<file path="src/rtl/gcr_pkg.sv">
package gcr_pkg;

  typedef enum logic [2:0] {
    ST_IDLE,
    ST_ADDR,
    ST_ACK_ADDR,
    ST_CMD,
    ST_ACK_CMD,
    ST_DRAIN
  } gcState_t;

  // Strobes from control to datapath
  typedef struct packed {
    logic latchCmd;  // capture "byte equals reset code"
    logic clearCmd;  // forget any captured command
    logic fire;      // launch the reset pulse next cycle
  } gcCtrl_t;

endpackage

</file>
<file path="src/rtl/gcr_datapath.sv">
module gcr_datapath
  import gcr_pkg::*;
#(
  parameter int          DATA_W    = 8,
  parameter logic [7:0]  CALL_ADDR = 8'h00,
  parameter logic [7:0]  RESET_CMD = 8'h06
) (
  input  logic              clk,
  input  logic              rstN,
  input  logic [DATA_W-1:0] byteData,
  input  gcCtrl_t           ctrl,
  output logic              addrMatch,
  output logic              cmdFlag,
  output logic              softRstPulse
);

  localparam logic [DATA_W-1:0] ADDR_KEY = DATA_W'(CALL_ADDR);
  localparam logic [DATA_W-1:0] CMD_KEY  = DATA_W'(RESET_CMD);

  logic cmdHit;

  // Whole byte compared, so the read/write bit must also match
  assign addrMatch = (byteData == ADDR_KEY);
  assign cmdHit    = (byteData == CMD_KEY);

  always_ff @(posedge clk) begin
    if (!rstN) begin
      cmdFlag <= 1'b0;
    end else if (ctrl.clearCmd) begin
      cmdFlag <= 1'b0;
    end else if (ctrl.latchCmd) begin
      cmdFlag <= cmdHit;
    end
  end

  always_ff @(posedge clk) begin
    if (!rstN) softRstPulse <= 1'b0;
    else       softRstPulse <= ctrl.fire;
  end

endmodule

</file>
<file path="src/rtl/gcr_control.sv">
module gcr_control
  import gcr_pkg::*;
(
  input  logic    clk,
  input  logic    rstN,
  input  logic    startStb,
  input  logic    stopStb,
  input  logic    byteStb,
  input  logic    ackDoneStb,
  input  logic    addrMatch,
  input  logic    cmdFlag,
  output gcCtrl_t ctrl,
  output logic    ackReq
);

  gcState_t state, nextState;

  always_ff @(posedge clk) begin
    if (!rstN) state <= ST_IDLE;
    else       state <= nextState;
  end

  always_comb begin
    nextState     = state;
    ctrl          = '0;
    if (stopStb) begin
      nextState     = ST_IDLE;
      ctrl.clearCmd = 1'b1;
    end else if (startStb) begin
      nextState     = ST_ADDR;
      ctrl.clearCmd = 1'b1;
    end else begin
      unique case (state)
        ST_ADDR: begin
          if (byteStb) nextState = addrMatch ? ST_ACK_ADDR : ST_DRAIN;
        end
        ST_ACK_ADDR: begin
          if (ackDoneStb) nextState = ST_CMD;
        end
        ST_CMD: begin
          if (byteStb) begin
            ctrl.latchCmd = 1'b1;
            nextState     = ST_ACK_CMD;
          end
        end
        ST_ACK_CMD: begin
          if (ackDoneStb) begin
            ctrl.fire     = cmdFlag;
            ctrl.clearCmd = 1'b1;
            nextState     = ST_DRAIN;
          end
        end
        default: nextState = state;
      endcase
    end
  end

  assign ackReq = (state == ST_ACK_ADDR) || (state == ST_ACK_CMD);

endmodule

</file>
<file path="src/rtl/gcall_rst_decoder.sv">
module gcall_rst_decoder
  import gcr_pkg::*;
#(
  parameter int          DATA_W    = 8,
  parameter logic [7:0]  CALL_ADDR = 8'h00,
  parameter logic [7:0]  RESET_CMD = 8'h06
) (
  input  logic              clk,
  input  logic              rstN,
  input  logic              startStb,
  input  logic              stopStb,
  input  logic              byteStb,
  input  logic [DATA_W-1:0] byteData,
  input  logic              ackDoneStb,
  output logic              ackReq,
  output logic              softRstPulse
);

  gcCtrl_t ctrl;
  logic    addrMatch;
  logic    cmdFlag;

  gcr_control u_ctrl (
    .clk        (clk),
    .rstN       (rstN),
    .startStb   (startStb),
    .stopStb    (stopStb),
    .byteStb    (byteStb),
    .ackDoneStb (ackDoneStb),
    .addrMatch  (addrMatch),
    .cmdFlag    (cmdFlag),
    .ctrl       (ctrl),
    .ackReq     (ackReq)
  );

  gcr_datapath #(
    .DATA_W    (DATA_W),
    .CALL_ADDR (CALL_ADDR),
    .RESET_CMD (RESET_CMD)
  ) u_dp (
    .clk          (clk),
    .rstN         (rstN),
    .byteData     (byteData),
    .ctrl         (ctrl),
    .addrMatch    (addrMatch),
    .cmdFlag      (cmdFlag),
    .softRstPulse (softRstPulse)
  );

endmodule

</file>
<file path="config.mk">
export PLATFORM = sky130hd
export DESIGN_NAME = gcall_rst_decoder
export DESIGN_NICKNAME = d
export VERILOG_FILES = /design/src/rtl/gcr_pkg.sv /design/src/rtl/gcr_datapath.sv /design/src/rtl/gcr_control.sv /design/src/rtl/gcall_rst_decoder.sv
export SDC_FILE = /design/constraint.sdc
export NUM_CORES = 1
export LEC_CHECK = 0
export BUFFER_PORTS_ARGS = -buffer_cell sky130_fd_sc_hd__buf_2
export CORE_AREA = 2 2 39 41
export DETAILED_ROUTE_END_ITERATION = 12
export DIE_AREA = 0 0 41 43
export PLACE_DENSITY = 0.54
export SETUP_SLACK_MARGIN = 0.02
export SYNTH_ARGS = -nofsm -noshare
export SYNTH_HDL_FRONTEND = slang
export SYNTH_HIERARCHICAL = 1
export SYNTH_SLANG_ARGS = --single-unit
</file>
<file path="constraint.sdc">
create_clock -name clk -period 3.05 [get_ports clk]
set_clock_uncertainty 0.2 [all_clocks]
set_input_delay 0.61 -clock clk [delete_from_list [all_inputs] [get_ports clk]]
set_output_delay 0.61 -clock clk [all_outputs]
set_load 0.03 [all_outputs]
</file>
Yosys cells after proc, flatten, opt, wreduce, memory -nomap -nowiden:

Cells that the tools add are included.

* reduce and logical (&&, ||, !) cells: 10
* bitwise operators: 3
* multiplexer cells: 15
* equality and inequality tests: 13

Operator list (count)
* 3-bit 2-to-1 mux: 5
* 3-bit != test (second input constant): 4
* 3-bit case mux with 4 select lines: 1
* 5-bit AND reduction: 2
* 8-bit by 3-bit equality test with 1-bit output (second input constant): 1
* 8-bit logical NOT: 1
* 2-bit != test (second input constant): 4
* 1-bit 2-to-1 mux: 7
* 3-bit by 2-bit equality test with 1-bit output (second input constant): 2
* 5-bit nonzero test: 1
* 5-bit OR reduction: 1
* 2-bit 2-to-1 mux: 2
* 4-bit nonzero test: 1
* 2-bit OR reduction: 2
* 3-bit by 1-bit equality test with 1-bit output (second input constant): 1
* 3-bit equality test (second input constant): 1
* 1-bit inverter: 3
* 3-bit OR reduction: 1
* 1-bit logical OR: 1

* bits in registers: 5
* input port bits: 14

Depth between registers and ports, before layout:

Gate-level depths: netlist of the first run.

* depth after elaboration: 5
* gate-level depth with buffers: 6
* mapped depth without buffers: 6

Hierarchy:

The synthesis of the first run kept the hierarchy.

By module, submodules not included
* gcr_control: sequential area each 60.1 um^2, area an instance 207.7 um^2, cells an instance 24, times used 1
* gcr_datapath: sequential area each 40.0 um^2, area an instance 111.4 um^2, cells an instance 11, times used 1

Least setup slack after synthesis of the first run:

OpenSTA, ideal clock, no wires.

* kind: input-to-reg
* start point: input port byteData[4]
* end point: register u_ctrl.state[0]
* library setup time: 117 ps
* setup slack: 1226 ps
* data arrival time: 1507 ps
* data required time: 2733 ps
* path buffers: 0
* stages: 6
* path through: nor4_4 -> nand2_1 -> nor3_1 -> nor2_1 -> nor3_1 -> and4bb_2

* word-level cells in the longest chain between the ends: 5

Ends and longest elaborated chain
* start, declared: line gcall_rst_decoder.sv:13 `input logic [DATA_W-1:0] byteData,`
* 8-bit logical NOT: line gcr_datapath.sv:23 `assign addrMatch = (byteData == ADDR_KEY);`
* via addrMatch: line gcall_rst_decoder.sv:20 `logic addrMatch;`
* 3-bit 2-to-1 mux (2 in series): line gcr_control.sv:35 `if (byteStb) nextState = addrMatch ? ST_ACK_ADDR : ST_DRAIN;`
* 3-bit case mux with 4 select lines: line gcr_control.sv:33 `unique case (state)`
* 1-bit 2-to-1 mux: line gcr_control.sv:29 `end else if (startStb) begin`
* end signal, assigned: line gcr_control.sv:20 `else state <= nextState;`
* end, declared: line gcr_control.sv:16 `gcState_t state, nextState;`

The timed path passes the listed nets, and every way through them passes these cells. The select of a mux whose other input is x is not followed.
A chain may end at the register's enable or synchronous reset.

Worst setup path in the final report of the first run:

* start point: register u_ctrl.state[1]
* end point: output port ackReq

* word-level cells in the longest chain between the ends: 2

Ends and longest elaborated chain
* 3-bit by 2-bit equality test with 1-bit output or 3-bit equality test (tied branches): line gcr_control.sv:58 `assign ackReq = (state == ST_ACK_ADDR) || (state == ST_ACK_CMD);`
* 1-bit logical OR *: line gcr_control.sv:58
* end, declared: line gcall_rst_decoder.sv:15 `output logic ackReq,`

Mark *: on every way between the ends. The rest lies on a longest branch, timed or not.

==> results.md, run 1 <==
* # rows at 14
* DRC viols at 0
* Worst vdd rail ir drop at roughly 160 µV
* Die area at between 1500 and 2000 µm²
* Mapped cell area at 319 µm²
* Routability cong. at ~0.67
* Routed wire length per instance at 9.29 µm
* Fillcell total at 160
* Measured slew at the worst slew-check pin at around 0.33 ns
* Tmin final at 1.84 ns
* Post-DRT Antenna Nets at 0
* Synth top cells by count: 6 x nor2_1, 5 x dfxtp_1
* Leakage power at roughly 0.20 nW
* Clock power share at about 48%
* Starting density of the core at 23.1%
* Yosys top cell by area: dfxtp_1
* Count leader, synth: nor2_1
* Crit path kind: register to output pin
* Seq pwr share at about 40%
* GRT Total Usage at 8.94%
* Arr. time, crit path at slightly above 1 ns
* Total CTS buffers at 3
* Outcome: completed
* Io pins at 16
* CTS Hold Buffers Added at 0
* Post-synthesis sequential area ratio at around a third
* Root Buffer: clkbuf_4
* FFs w/ async S/R, synth at 0%
* Non-filler cells, final at 70
* CTS Buffer Depth at 2
* Dpl hpwl at around 550 µm
* Hold Vio Cnt, Final at 0
* Clk_lat worst skew at 0.24 ns
* Top post-synthesis cells by area: dfxtp_1 31%, nor2_1 7.1%, nor4_4 6.7%
* Cell variety after synth at 21
* Sw Pwr at between 0.00003 and 0.00004 W
* Min-Delay Path Class: register to register
* Max_slew headroom at between 70% and 80%
* Critical Path Sink Type: output pin
* CTS-repair resized insts at 0
* Avg Vias per Cell at about 4.5
* Clock slew seen by the registers of the worst setup and hold paths at roughly 0.05 ns
* Nets at 69
* Internal power at between 0.0001 and 0.00015 W
* Initial DRC count at 2
* Die Width at between 40 and 50 µm
* Comb power frac at 11.4%
* Synthesized instance count at 35
* Worst Setup Start Kind: register
* Die Ht at 43 µm
* Fin crit share at between 60% and 70%
* Setup TNS at 0 ns
* Top-area cell type share of the netlist area at a little under a third
* Yosys warnings at 6
* Worst Path Required at 2.24 ns
* WL final at 650 µm
* Global-route wire length before repair at about 1100 µm
* # placed instances at 66
* Core Area at around 1400 µm²
* Sw Ratio at roughly 24%
* Max FO, Critical Path at 5
* Clock Sink Count at 5
* Pin count of the biggest net entering global routing at 6
* Pre-Repair DR Iteration Count at 2
* Storage element area at 100 µm²
* Syn avg cell area at 9.12 µm²
* Number of global-route vias before repair at 312
* RSZ-0062 raised after global routing: false
* Synth Register Bits at 5
* Syn-to-layout area delta at 38.0%
* CTS H-tree depth at 1
* Share of cells above drive strength 1 at approximately 44%
* Max cap viols at 0
* Overall Power at between 0.00015 and 0.0002 W
* Initial antenna violation count at 0
* Via count at roughly 310
* Post-synth EDFFs at 0
* P per Cell Area at 377 nW/µm²
* Port buffer count at 15
* Multi-input gate area at 211 µm²
* Syn nets at 49
* Fin. max-slew vios at 0
* Post-synth top flop: dfxtp_1
* Inserted Diodes at 0
* Fmax at 542 MHz
* Buffer count from post-CTS setup fixing at 0
* CTS tree: built
* GRT Residual Overflow at 0
* Final setup vio count at 0
==> area by class of cell <==
class | instances | share of cell area [%]
flip-flops and latches | 5 | 22.7
well taps | 16 | 4.55
inverters | 2 | 1.70
clock buffers | 4 | 5.97
repair buffers | 15 | 17.0
multi-input cells | 28 | 48.0
==> path summary, 6_finish.rpt <==
kind                                 startpoint         endpoint  slack (ns)  depth (start not counted)
worst max-delay path            u_ctrl/state[1]           ackReq        1.21                          3
worst min register to register  u_ctrl/state[2]  u_ctrl/state[2]        0.36                          2
worst min-delay path            u_ctrl/state[2]  u_ctrl/state[2]        0.36                          2
worst max register to register  u_ctrl/state[1]     u_dp/cmdFlag        1.52                          5
==> power groups by stage <==
stage	clock network [W]	logic [W]	registers (W)
2_1_floorplan	0	0.00000664	0.0000686
3_3_place_gp	0	0.0000190	0.0000687
3_5_place_dp	0	0.0000191	0.0000688
4_1_cts	0.0000818	0.0000192	0.0000675
5_1_grt	0.0000869	0.0000211	0.0000677
6_report	0.0000794	0.0000189	0.0000675
==> through the flow <==
| stage | util, % | setup slack, ns | cell area (µm²) | hold WS (ns) |
|---|---|---|---|---|
| after floorplan | - | 1.23 | 319 | 0.294 |
| after global placement | 29.9 | 0.989 | 414 | 0.336 |
| after detailed placement | 29.9 | 0.992 | 414 | 0.332 |
| after CTS | 31.8 | 1.19 | 440 | 0.352 |
| after global routing | 31.8 | 1.11 | 440 | 0.382 |
| final | 31.8 | 1.21 | 440 | 0.364 |
==> sequential cells by signal (all words and copies together) (netlist names) <==
name,cells
u_ctrl/state,3
u_dp/softRstPulse,1
u_dp/cmdFlag,1
==> cell usage in the layout (no fill, tap or decap) <==
master / Yosys / routed
buf_2: 0 / 15
nor2_1: 6 / 6
dfxtp_1: 5 / 5
clkbuf_4: 0 / 3
inv_1: 2 / 2
and3_1: 2 / 2
nand2b_1: 2 / 2
a31oi_1: 2 / 2
nor3_1: 2 / 2
clkbuf_1: 0 / 1
xnor2_1: 1 / 1
nand3b_4: 1 / 1
nor4_1: 1 / 1
nor4b_1: 1 / 1
or3b_1: 1 / 1
mux2_4: 1 / 1
nor2_2: 1 / 1
o21ai_0: 1 / 1
and4bb_2: 1 / 1
nor4_4: 1 / 1
nand2_1: 1 / 1
nor2b_1: 1 / 1
nor3b_2: 1 / 1
and2_1: 1 / 1
==> routing by layer <==
metal  wire (µm)  global-route usage, %  part of all wire [%]
met5           0                      0                     0
met4           0                   2.00                     0
met3          60                   4.71                   9.2
met2         314                   14.7                    48
met1         275                   9.68                    42
==> critical path: stages (launching register included) <==
cell,delay (ns)
dfxtp_1,0.40
xnor2_1,0.16
nor2_1,0.05
buf_2,0.18
==> cell families (layout without fill, tap and decap cells) <==
family | count (synthesis) | count (layout) | synth area share [%]
mux | 1 | 1 | 4.70
compound gates | 3 | 3 | 5.49
flops | 5 | 5 | 31.4
xor+xnor | 1 | 1 | 2.75
simple gates | 23 | 23 | 53.3
buf+inv | 2 | 21 | 2.35
(Power assumes the default switching activity.)
==> run 2: changes to the inputs <==
==> constraint.sdc (replaced) <==
create_clock -name clk -period 1.7 [get_ports clk]
set_clock_uncertainty 0.2 [all_clocks]
set_input_delay 0.34 -clock clk [delete_from_list [all_inputs] [get_ports clk]]
set_output_delay 0.34 -clock clk [all_outputs]
set_load 0.03 [all_outputs]
==> run 2 against run 1 <==
  * Clock power up 74%
  * Sequential cell count stayed put
  * Worst setup slack lost 1.1 ns
  * Via count grew 0.32%
  * Combinational power rose by 84%
  * Sequential power up 79%
  * Hold slack worse by 0.22 ns
  * Sequential share of layout area fell by 0.32 points
  * Routed wire length shrank 0.15%
  * Clock-buffer cell count unchanged
  * Critical path depth stayed put
  * Cell count unchanged
  * Critical path type unchanged
  * Largest power group unchanged
  * Highest routed layer unchanged
==> results.md, run 2 (synthesis gave the netlist of run 1 again) <==
* Nets at 69
* CTS Buffer Depth at 2
* RSZ-0062 raised after global routing: false
* Clk_lat worst skew at approximately 0.24 ns
* GRT Residual Overflow at 0
* Buffer count from post-CTS setup fixing at 0
* DRC viols at 0
* Fin crit share at just over 90%
* PnR worst setup slack at approximately 0.12 ns
* Port buffer count at 15
* Starting density of the core at between 20% and 30%
* Worst R2R Start: u_ctrl/state[1]
* # rows at 14
* Largest register by flop count: u_ctrl/state
* Max FO, Critical Path at 5
* P per Cell Area at around 660 nW/µm²
* Share of cells above drive strength 1 at a little under half
* Max_slew headroom at 79.0%
* Initial antenna violation count at 0
* Min-Delay Path Class: input pin to register
* WL final at 649 µm
* Hold slack final at 0.141 ns
* Critical Path Sink Type: output pin
* Overall Power at roughly 0.00029 W
* GRT Total Usage at 9.14%
* Worst Path Required at around 1.2 ns
* Via count at between 300 and 400
* Die area at around 1800 µm²
* Pre-Repair DR Iteration Count at 4
* Most frequent cells in the layout: 15 x buf_2, 6 x nor2_1, 5 x dfxtp_1
* Die Ht at ~43 µm
* Fmax at ~630 MHz
* Min-delay src: rstN
* Routed wire length per instance at 9.27 µm
* Final setup vio count at 0
* Sink of the worst hold path: u_dp/softRstPulse
* Worst vdd rail ir drop at between 200 and 300 µV
* Max cap viols at 0
* Initial DRC count at 5
* Regs by FF count: u_ctrl/state (3), u_dp/cmdFlag (1), u_dp/softRstPulse (1)
* Max reg flops at 3
* Hold path depth at 2
* Hold Vio Cnt, Final at 0
* Worst-case reg-to-reg path depth at 5
* Reg2reg end: u_dp/cmdFlag
* Fillcell total at about 150
* Setup TNS at 0 ns
* Worst Setup Start Kind: register
* Post-DRT Antenna Nets at 0
* Tmin final at around 1.6 ns
* Outcome: completed
* Commonest non-fill, non-tap cell in the layout: buf_2
* Worst slack, placed at -0.0731 ns
* Clock slew seen by the registers of the worst setup and hold paths at ~0.040 ns
* Routability cong. at ~0.66
* Clock Sink Count at 5
* CTS H-tree depth at 1
* Inserted Diodes at 0
* Number of global-route vias before repair at 297
* Root Buffer: clkbuf_4
* Leakage power at around 0.2 nW
* Crit path kind: register to output pin
* Worst R2R Setup Slack at 0.18 ns
* Arr. time, crit path at ~1.0 ns
* Dpl hpwl at 550 µm
* Measured slew at the worst slew-check pin at about 0.31 ns
* Pin count of the biggest net entering global routing at 6
* Fin. max-slew vios at 0
* Syn-to-layout area delta at 40.0%
* Total CTS buffers at 3
* Die Width at about 41 µm
* Avg Vias per Cell at 4.50
* Io pins at 16
* CTS tree: built
* Core Area at 1380 µm²
* Global-route wire length before repair at roughly 1100 µm
==> run 2: worst max-delay path by stage <==
stage	start	endpoint	slack, ns	cells past startpoint
6_report	u_ctrl/state[1]	ackReq	0.12	3
3_5_place_dp	byteData[4]	u_ctrl/state[0]	-0.07	7
4_1_cts	u_ctrl/state[1]	ackReq	0.11	3
3_3_place_gp	byteData[4]	u_ctrl/state[0]	-0.08	7
2_1_floorplan	byteData[4]	u_ctrl/state[0]	0.15	6
5_1_grt	u_ctrl/state[1]	ackReq	0.03	3
==> run 2: final cells by class <==
class	instances	area, µm²	share of cell area, %
inverters	2	7.51	1.68
flip-flops and latches	5	100	22.4
clock buffers	4	26.3	5.88
well taps	16	20.0	4.48
multi-input cells	28	218	48.7
repair buffers	15	75.1	16.8
==> run 2: where the power goes <==
| group | internal, W | total (W) | switching (W) | leakage [nW] |
|---|---|---|---|---|
| clock | 0.0000888 | 0.000138 | 0.0000491 | 0.0150 |
| combinational | 0.0000180 | 0.0000347 | 0.0000167 | 0.145 |
| sequential | 0.000119 | 0.000121 | 0.00000218 | 0.0404 |
==> run 2: stage by stage <==
step / util [%] / cell area (µm²) / instances
3_3_place_gp: 29.9 / 414 / 66
3_5_place_dp: 29.9 / 414 / 66
6_report: 32.3 / 447 / 70
2_1_floorplan: - / 319 / 35
4_1_cts: 31.8 / 440 / 70
5_1_grt: 32.3 / 447 / 70
==> run 2: metal layers <==
metal	vias up	share of wire, %	GRT usage, %
met5	-	0	0
met4	0	0	4.00
met3	0	6.6	4.71
met2	9	50	14.4
met1	144	43	9.65
li1	162	-	-
==> run 2: worst max-delay path: stages, from the launching register on <==
cell and delay (ns):
dfxtp_1 0.41, xnor2_1 0.16, nor2_1 0.05, buf_2 0.18
==> run 2: repair_timing <==
action / 4_1_cts / 5_1_grt
setup endpoints to repair: 0 / 1
resized for setup: 0 / 1
hold buffers: 0 / 0
==> run 3: changes to the inputs <==
--- a/config.mk
+++ b/config.mk
@@ -6,10 +6,12 @@
 export NUM_CORES = 1
 export LEC_CHECK = 0
 export BUFFER_PORTS_ARGS = -buffer_cell sky130_fd_sc_hd__buf_2
-export CORE_AREA = 2 2 39 41
+export CELL_PAD_IN_SITES_DETAIL_PLACEMENT = 0
+export CELL_PAD_IN_SITES_GLOBAL_PLACEMENT = 2
+export CORE_MARGIN = 1.5
+export CORE_UTILIZATION = 22
 export DETAILED_ROUTE_END_ITERATION = 12
-export DIE_AREA = 0 0 41 43
-export PLACE_DENSITY = 0.54
+export PLACE_DENSITY = 0.78
 export SETUP_SLACK_MARGIN = 0.02
 export SYNTH_ARGS = -nofsm -noshare
 export SYNTH_HDL_FRONTEND = slang
==> run 3 against run 2 <==
  * Combinational power up 4%
  * Worst setup slack worse by 0.037 ns
  * Non-clock buffer count up 2
  * Hold slack better by 0.0059 ns
  * Via count down 0.95%
  * Largest power group unchanged
  * Clock power down 3%
  * Critical path type unchanged
  * Largest cell class unchanged
  * Sequential power about the same
==> results.md, run 3 (synthesis gave the netlist of run 1 again) <==
* Final setup vio count at 0
* Pin count of the biggest net entering global routing at 6
* Finished Cell Area at between 400 and 500 µm²
* Die area at ~1700 µm²
* # rows at 13
* GRT Residual Overflow at 0
* Internal power at between 0.0002 and 0.00025 W
* Initial DRC count at 9
* Routed wire length per instance at slightly above 9 µm
* Worst slack, placed at -0.0940 ns
* CP Launch Point: u_ctrl/state[1]
* Most frequent cells in the layout: 14 x buf_2, 6 x nor2_1, 5 x dfxtp_1
* Outcome: completed
* Leakage power at 0.213 nW
* Starting density of the core at 23.9%
* Worst R2R Start: u_ctrl/state[0]
* Fin. max-slew vios at 0
* Port buffer count at 15
* Fin crit share at a little over nine tenths
* Max cap viols at 0
* Buffer count from post-CTS setup fixing at 0
* Arr. time, crit path at about 1.1 ns
* Worst R2R Setup Slack at between 0.15 and 0.2 ns
* Dpl hpwl at about 550 µm
* PnR worst setup slack at ~0.088 ns
* Clock power share at ~46%
* Die Ht at between 40 and 50 µm
* Fmax at between 600 and 700 MHz
* Sw Pwr at between 0.00006 and 0.00007 W
* Clock slew seen by the registers of the worst setup and hold paths at approximately 0.04 ns
* Routability cong. at 0.641
* P per Cell Area at between 600 and 700 nW/µm²
* Worst-case reg-to-reg path depth at 5
* Placed cell areas at around 430 µm²
* Syn-to-layout area delta at 44.7%
* Measured slew at the worst slew-check pin at about 0.33 ns
* Worst Setup Start Kind: register
* Inserted Diodes at 0
* Pre-Repair DR Iteration Count at 4
* CTS-repair resized insts at 0
* DRC viols at 0
* Core Area at roughly 1300 µm²
* Metal2 WL at between 200 and 300 µm
* Worst Setup EP: ackReq
* Commonest non-fill, non-tap cell in the layout: buf_2
* Seq pwr share at between 40% and 50%
* Met3 Wirelength at between 60 and 70 µm
* Max_slew headroom at 77.5%
* Avg Vias per Cell at ~4.4
* WL final at about 650 µm
* Sw Ratio at 22.3%
* Die Width at 41.1 µm
* Root Buffer: clkbuf_4
* GRT Total Usage at under 10%
* Total CTS buffers at 3
* Reg2reg end: u_dp/cmdFlag
* CTS tree: built
* Tmin final at between 1.5 and 2 ns
* Fillcell total at between 100 and 150
* Crit path kind: register to output pin
* CTS H-tree depth at 1
* Initial antenna violation count at 0
* Share of cells above drive strength 1 at about half
* Min-Delay Path Class: input pin to register
* CTS Hold Buffers Added at 0
* Via count at 312
* Overall Power at slightly below 0.0003 W
* Regs by FF count: u_ctrl/state (3), u_dp/cmdFlag (1), u_dp/softRstPulse (1)
* Top Layer Used: met3
* Nets at slightly above 70
* Hold Vio Cnt, Final at 0
* Worst vdd rail ir drop at ~570 µV
* Worst Path Required at roughly 1.2 ns
* Io pins at 16
* Max FO, Critical Path at 4
* Largest register by flop count: u_ctrl/state
* RSZ-0062 raised after global routing: false
* Max reg flops at 3
* Number of global-route vias before repair at approximately 280
* CTS Buffer Depth at 2
* Global-route wire length before repair at 1000 µm
* Critical Path Sink Type: output pin
* Post-DRT Antenna Nets at 0
* Comb power frac at ~12%
* Clk_lat worst skew at between 0.2 and 0.25 ns
* Clock Sink Count at 5
* M1 WL at 316 µm
run 3: power groups by stage:
stage | registers (W) | clock network (W) | logic (W)
after floorplan | 0.000123 | 0 | 0.0000119
after global placement | 0.000123 | 0 | 0.0000354
final | 0.000121 | 0.000134 | 0.0000361
after global routing | 0.000121 | 0.000146 | 0.0000394
after CTS | 0.000121 | 0.000141 | 0.0000357
after detailed placement | 0.000123 | 0 | 0.0000356
run 3: worst min-delay path by stage:
stage	start	to	slack (ns)	cells past startpoint
after CTS	rstN	u_dp/softRstPulse	0.14	2
after global routing	rstN	u_dp/softRstPulse	0.16	2
final	rstN	u_dp/softRstPulse	0.15	2
after floorplan	rstN	u_dp/softRstPulse	0.26	1
after detailed placement	u_ctrl/state[2]	u_ctrl/state[2]	0.34	2
after global placement	u_ctrl/state[2]	u_ctrl/state[2]	0.34	2
run 3: worst max-delay path, stage by stage (launching register included):
cell and delay, ns:
dfxtp_1 0.31, buf_4 0.14, xnor2_1 0.16, nor2_1 0.06, buf_4 0.17
run 3: final cells by class:
type / count / area, µm² / share of cell area [%]
multi-input combinational: 28 / 216 / 46.9
sequential: 5 / 100 / 21.7
timing repair buffer: 17 / 92.6 / 20.1
clock buffer: 4 / 26.3 / 5.69
tap: 15 / 18.8 / 4.07
inverter: 2 / 7.51 / 1.63
run 3: through the flow:
| stage | TNS [ns] | cells | hold WS (ns) | util (%) |
|---|---|---|---|---|
| floorplan | 0 | 35 | 0.262 | - |
| global placement | -0.0821 | 67 | 0.336 | 32.1 |
| detailed placement | -0.137 | 67 | 0.339 | 32.1 |
| CTS | 0 | 71 | 0.144 | 34.1 |
| global route | 0 | 71 | 0.159 | 34.6 |
| finish | 0 | 71 | 0.147 | 34.6 |
run 3: routing by layer:
layer | up-vias | global-route usage [%]
li1 | 165 | -
met1 | 133 | 11.6
met2 | 14 | 14.1
met3 | 0 | 6.52
met4 | 0 | 0
met5 | - | 0
